==> src/rtl/fpw_pkg.sv <==
package fpw_pkg;

    localparam int GATE_IDX_W   = 6;
    localparam int GATE_DEPTH   = 1 << GATE_IDX_W;
    localparam int PHASE_W_DEF  = 4;

    // Window control bundle shared by all pixel counters
    typedef struct packed {
        logic clear;     // frame start
        logic active;    // window open this cycle
        logic close_ev;  // effective close in this cycle
    } gate_ctl_t;

    function automatic logic [GATE_IDX_W-1:0] sat_inc(input logic [GATE_IDX_W-1:0] v);
        return (v == {GATE_IDX_W{1'b1}}) ? v : v + 1'b1;
    endfunction

endpackage

==> src/rtl/fpw_gate_ctrl.sv <==
module fpw_gate_ctrl
    import fpw_pkg::*;
(
    input  logic      clk,
    input  logic      rst,
    input  logic      frame_start,
    input  logic      gate_open,
    input  logic      gate_close,
    output gate_ctl_t ctl
);
    logic open_q;

    always_ff @(posedge clk) begin
        if (rst || frame_start) begin
            open_q <= 1'b0;
        end else if (!open_q && gate_open) begin
            open_q <= 1'b1;
        end else if (open_q && gate_close) begin
            open_q <= 1'b0;
        end
    end

    always_comb begin
        ctl.clear    = frame_start;
        ctl.active   = open_q && !frame_start;
        ctl.close_ev = open_q && gate_close && !frame_start;
    end
endmodule

==> src/rtl/fpw_pix_counter.sv <==
module fpw_pix_counter
    import fpw_pkg::*;
(
    input  logic                  clk,
    input  logic                  rst,
    input  gate_ctl_t             ctl,
    input  logic                  hit,
    output logic [GATE_IDX_W-1:0] idx,
    output logic                  seen
);
    logic [GATE_IDX_W-1:0] cnt_q;
    logic                  seen_q;

    always_ff @(posedge clk) begin
        if (rst || ctl.clear) begin
            cnt_q  <= '0;
            seen_q <= 1'b0;
        end else if (!seen_q) begin
            if (ctl.active && hit) begin
                seen_q <= 1'b1;
            end else if (ctl.close_ev) begin
                cnt_q <= sat_inc(cnt_q);
            end
        end
    end

    assign idx  = seen_q ? cnt_q : '0;
    assign seen = seen_q;
endmodule

==> src/rtl/fpw_stop_table.sv <==
module fpw_stop_table #(
    parameter int DEPTH   = 64,
    parameter int PHASE_W = 4,
    localparam int AW     = $clog2(DEPTH),
    localparam int CW     = $clog2(DEPTH + 1)
) (
    input  logic               clk,
    input  logic               rst,
    input  logic               clear,
    input  logic               wr_en,
    input  logic [PHASE_W-1:0] wr_phase,
    input  logic [AW-1:0]      rd_addr,
    output logic [PHASE_W-1:0] rd_data,
    output logic [CW-1:0]      count,
    output logic               overflow
);
    logic [PHASE_W-1:0] mem [DEPTH];
    logic [CW-1:0]      cnt_q;
    logic               ovf_q;
    logic               full;

    assign full = (cnt_q == CW'(DEPTH));

    always_ff @(posedge clk) begin
        if (rst || clear) begin
            cnt_q <= '0;
            ovf_q <= 1'b0;
        end else if (wr_en) begin
            if (full) begin
                ovf_q <= 1'b1;
            end else begin
                cnt_q <= cnt_q + CW'(1);
            end
        end
    end

    always_ff @(posedge clk) begin
        if (!rst && !clear && wr_en && !full) begin
            mem[cnt_q[AW-1:0]] <= wr_phase;
        end
    end

    assign rd_data  = mem[rd_addr];
    assign count    = cnt_q;
    assign overflow = ovf_q;
endmodule

==> src/rtl/fpw_tracker.sv <==
module fpw_tracker
    import fpw_pkg::*;
#(
    parameter int NUM_PIX  = 16,
    parameter int PHASE_W  = PHASE_W_DEF,
    localparam int SEL_W   = $clog2(NUM_PIX),
    localparam int CW      = $clog2(GATE_DEPTH + 1)
) (
    input  logic                  clk,
    input  logic                  rst,
    input  logic                  frame_start,
    input  logic                  gate_open,
    input  logic                  gate_close,
    input  logic [NUM_PIX-1:0]    pix_hit,
    input  logic                  stop_valid,
    input  logic [PHASE_W-1:0]    stop_phase,
    input  logic [SEL_W-1:0]      pix_sel,
    output logic [GATE_IDX_W-1:0] pix_idx,
    output logic                  pix_valid,
    input  logic [GATE_IDX_W-1:0] tbl_addr,
    output logic [PHASE_W-1:0]    tbl_data,
    output logic [CW-1:0]         tbl_count,
    output logic                  stop_overflow
);
    gate_ctl_t             ctl;
    logic [GATE_IDX_W-1:0] idx_arr [NUM_PIX];
    logic [NUM_PIX-1:0]    seen_vec;

    fpw_gate_ctrl u_gate (
        .clk        (clk),
        .rst        (rst),
        .frame_start(frame_start),
        .gate_open  (gate_open),
        .gate_close (gate_close),
        .ctl        (ctl)
    );

    for (genvar p = 0; p < NUM_PIX; p++) begin : g_pix
        fpw_pix_counter u_cnt (
            .clk (clk),
            .rst (rst),
            .ctl (ctl),
            .hit (pix_hit[p]),
            .idx (idx_arr[p]),
            .seen(seen_vec[p])
        );
    end

    fpw_stop_table #(
        .DEPTH  (GATE_DEPTH),
        .PHASE_W(PHASE_W)
    ) u_tbl (
        .clk     (clk),
        .rst     (rst),
        .clear   (frame_start),
        .wr_en   (stop_valid),
        .wr_phase(stop_phase),
        .rd_addr (tbl_addr),
        .rd_data (tbl_data),
        .count   (tbl_count),
        .overflow(stop_overflow)
    );

    assign pix_idx   = idx_arr[pix_sel];
    assign pix_valid = seen_vec[pix_sel];
endmodule

==> config.mk <==
export PLATFORM = sky130hd
export DESIGN_NAME = fpw_tracker
export DESIGN_NICKNAME = d
export VERILOG_FILES = /design/src/rtl/fpw_pkg.sv /design/src/rtl/fpw_gate_ctrl.sv /design/src/rtl/fpw_pix_counter.sv /design/src/rtl/fpw_stop_table.sv /design/src/rtl/fpw_tracker.sv
export SDC_FILE = /design/constraint.sdc
export NUM_CORES = 1
export LEC_CHECK = 0
export BUFFER_PORTS_ARGS = -buffer_cell sky130_fd_sc_hd__buf_2
export CORE_MARGIN = 4
export CORE_UTILIZATION = 57
export CTS_CLUSTER_DIAMETER = 40
export CTS_CLUSTER_SIZE = 24
export DETAILED_ROUTE_END_ITERATION = 7
export PLACE_DENSITY = 0.71
export SETUP_SLACK_MARGIN = 0.05
export SLEW_MARGIN = 20
export SYNTH_ARGS = -nofsm -noshare
export SYNTH_HDL_FRONTEND = slang
export SYNTH_SLANG_ARGS = --single-unit
==> constraint.sdc <==
create_clock -name clk -period 5.9 [get_ports clk]
set_input_delay 1.475 -clock clk [delete_from_list [all_inputs] [get_ports clk]]
set_output_delay 1.475 -clock clk [all_outputs]
set_load 0.02 [all_outputs]
==> flow_summary.yaml <==
run_status:
  outcome: "finished clean"
sta:
  rsz0062_at_grt: "false"
  finalSetupTns_ns: 0
  max_freq_mhz: 186
  maxSlewViolCount: 0
  worst_slew_pin_slew_ns: 0.909
  slew_headroom_pct: 39.4
  period_needed_ns: 5.38
  clock_skew_ns: 0.0196
  min_period_over_period_pct: 91.2
  finalSetupViolations: 0
  finalHoldViolations: 0
power_and_ir_drop:
  cellLeakagePower_uw: 0.00612
  max-vdd-ir-drop_mv: 0.235
  powerDensity_nw_per_um2: 322
die:
  core_um2: 28700
  rows: 62
  ios: 55
  start_util_pct: 57.9
  die-height_um: 179
  die_x_um: 179
  die-area_um2: 31900
route:
  routed_wl_mm: 37.1
  dr.pass1.iters: 6
  drt_iter0_drc: 1121
  antenna_left: 0
  routed-via-count: 10500
  routed_via_density: 6.08
  wl_per_cell_um: 21.5
  drc: 0
yosys:
  synth_edf_count: 256
  synth-seq-area-share_pct: 60.8
  synth_area_leaders: "edfxtp_1, dfxtp_1, mux4_2"
  synth_seq_cells: 377
  synth_warnings: 0
  synth_common_cells: "edfxtp_1, nor2_1, dfxtp_1"
  yosysMostFrequentCell: "edfxtp_1"
  synth_mux_area_share_pct: 14.4
  async_reset_ff_share_pct: 0
  synth_top_family_by_area: "multiplexers"
  synth_flop_cell: "edfxtp_1"
  synthCells: 1276
  synth-adder-area-share_pct: 1.36
  synth_xor_area_share_pct: 3.00
  yosys.area_share.simple_pct: 11.6
  syn_avg_cell_area_um2: 13.0
  synth_top_area_share_pct: 46.3
  synth.largest_area_cell: "edfxtp_1"
  synth_nets: 1330
  synth_compound_area_share_pct: 6.17
  yosysUniqueCellTypes: 45
  syn_area_um2: 16600
clock_network:
  cts_resized: 0
  tritoncts: "done"
  cts_buffers: 46
  h-tree-depth: 2
  root_buffer: "clkbuf_16"
  insertion_delay_ns: 0.55
  clk_pin_slew_ns: 0.05
  ctsHoldBuffers: 0
  post-cts-setup-buffers: 0
  cts_buffer_depth: 3
  numClockSinks: 377
min_path:
  whs_path_depth: 2
  min_from: "u_tbl.overflow$_SDFFE_PP0P_"
  hp-class: "flip-flop to flip-flop"
global_routing:
  grt_max_degree: 88
  grt_pass1_wl_mm: 57.9
  grt_pass1_vias: 10400
  grtUsageTotal_pct: 23.5
  grt-ovfl-total: 0
  antenna_found_initial: 0
setup_path:
  slowest_delay_ns: 0.56
  critPathSlowestCell: "mux4_2"
  rr_endpoint: "u_tbl.mem[7][1]$_DFFE_PP_"
  crit_fanout: 21
  ff2ff_setup_slack_ns: 2.89
  path_buf_inv: 3
  start_kind: "input port"
  cp-end-kind: "output port"
  crit_type: "input port to output port"
  crit_cells: 7
  crit_path_start: "tbl_addr[0]"
  crit_family: "multiplexers"
  r2r_cells: 5
  required_ns: 4.43
  cp-endpoint: "tbl_data[2]"
  worstPathArrival_ns: 3.91
  crit_chain: "buf_4 > buf_4 > mux4_2 > mux4_2 > mux2i_1 > a21oi_1 > buf_2"
  worstReg2RegStart: "u_tbl.count[4]$_SDFFE_PP0P_"
run:
  maxCapViolations: 0
placed_design:
  port_buffers: 54
  dp_cells: 1642
  placed_area_um2: 17100
  place.gp.congestion: 0.864
  hpwl_mm: 23.8
finish:
  drive_above_1_share_pct: 18.0
  utilization_pct: 65.4
  synthToLayoutAreaGrowth_pct: 12.9
  antenna_cells: 0
  stdcell_count: 1728
  final_area_um2: 18800
  nets: 1360
how the worst min path moves through the flow:
stage	end	slack [ns]
CTS	u_tbl.overflow$_SDFFE_PP0P_	0.48
global placement	u_tbl.overflow$_SDFFE_PP0P_	0.45
floorplan	u_gate.open_q$_SDFFE_PP0P_	0.44
finish	u_tbl.overflow$_SDFFE_PP0P_	0.47
global route	u_tbl.overflow$_SDFFE_PP0P_	0.52
detailed placement	u_tbl.overflow$_SDFFE_PP0P_	0.46
cell type report:
class | count | area, um^2
repair buffers | 67 | 390
clock inverters | 37 | 472
fillers | 2092 | 9940
inverters | 4 | 15.0
clock buffers | 49 | 1230
flip-flops and latches | 377 | 10100
well taps | 384 | 480
multi-input cells | 810 | 6070
through the flow:
step	power (uW)	setup slack (ns)	hold slack (ns)
3_5_place_dp	3120	0.564	0.462
4_1_cts	6090	0.505	0.477
3_3_place_gp	3110	0.612	0.454
2_1_floorplan	3040	1.23	0.443
6_report	6050	0.518	0.469
5_1_grt	6240	0.413	0.519
flip-flops by register name (all words and copies together), names as in the netlist:
name	cells
u_tbl.count	7
g_pix.u_cnt.cnt_q	96
u_tbl.overflow	1
g_pix.u_cnt.seen	16
u_gate.open_q	1
u_tbl.mem	256
where the power goes:
group          internal, uW  total (uW)  switching (uW)
clock                  1700        2990            1280
combinational          89.9         238             149
sequential             2820        2820            5.02
worst min-delay path, cell delays in order (launching register included):
cell and delay (ns):
dfxtp_1 0.32, a21oi_1 0.04, nor2_1 0.07
layout by cell type, fill, tap and decap left out, types with 49 or more instances in the layout:
cell,synthesis,final
nor2_1,201,201
buf_2,17,50
edfxtp_1,256,256
a21oi_1,54,54
nand2_1,91,91
mux4_2,84,84
dfxtp_1,121,121
o21ai_0,54,54
clkbuf_16,0,49
nand3_1,62,62
routing by layer:
| metal | global-route usage [%] | wire length (um) | vias to the layer above |
|---|---|---|---|
| li1 | - | - | 4882 |
| met1 | 32.1 | 15200 | 5162 |
| met2 | 39.3 | 18400 | 388 |
| met3 | 3.92 | 2310 | 79 |
| met4 | 7.23 | 1150 | 0 |
| met5 | 0 | 0 | - |
cell families (layout without fill, tap and decap cells):
group / Yosys count / count (layout)
AO/OA/AOI/OAI: 172 / 172
XOR/XNOR: 57 / 57
adder cells (fa/ha/maj): 18 / 18
buffers and inverters: 89 / 157
flip-flops: 377 / 377
multiplexers: 122 / 122
AND/OR/NAND/NOR: 441 / 441
Power figures use the tool's default switching activity.
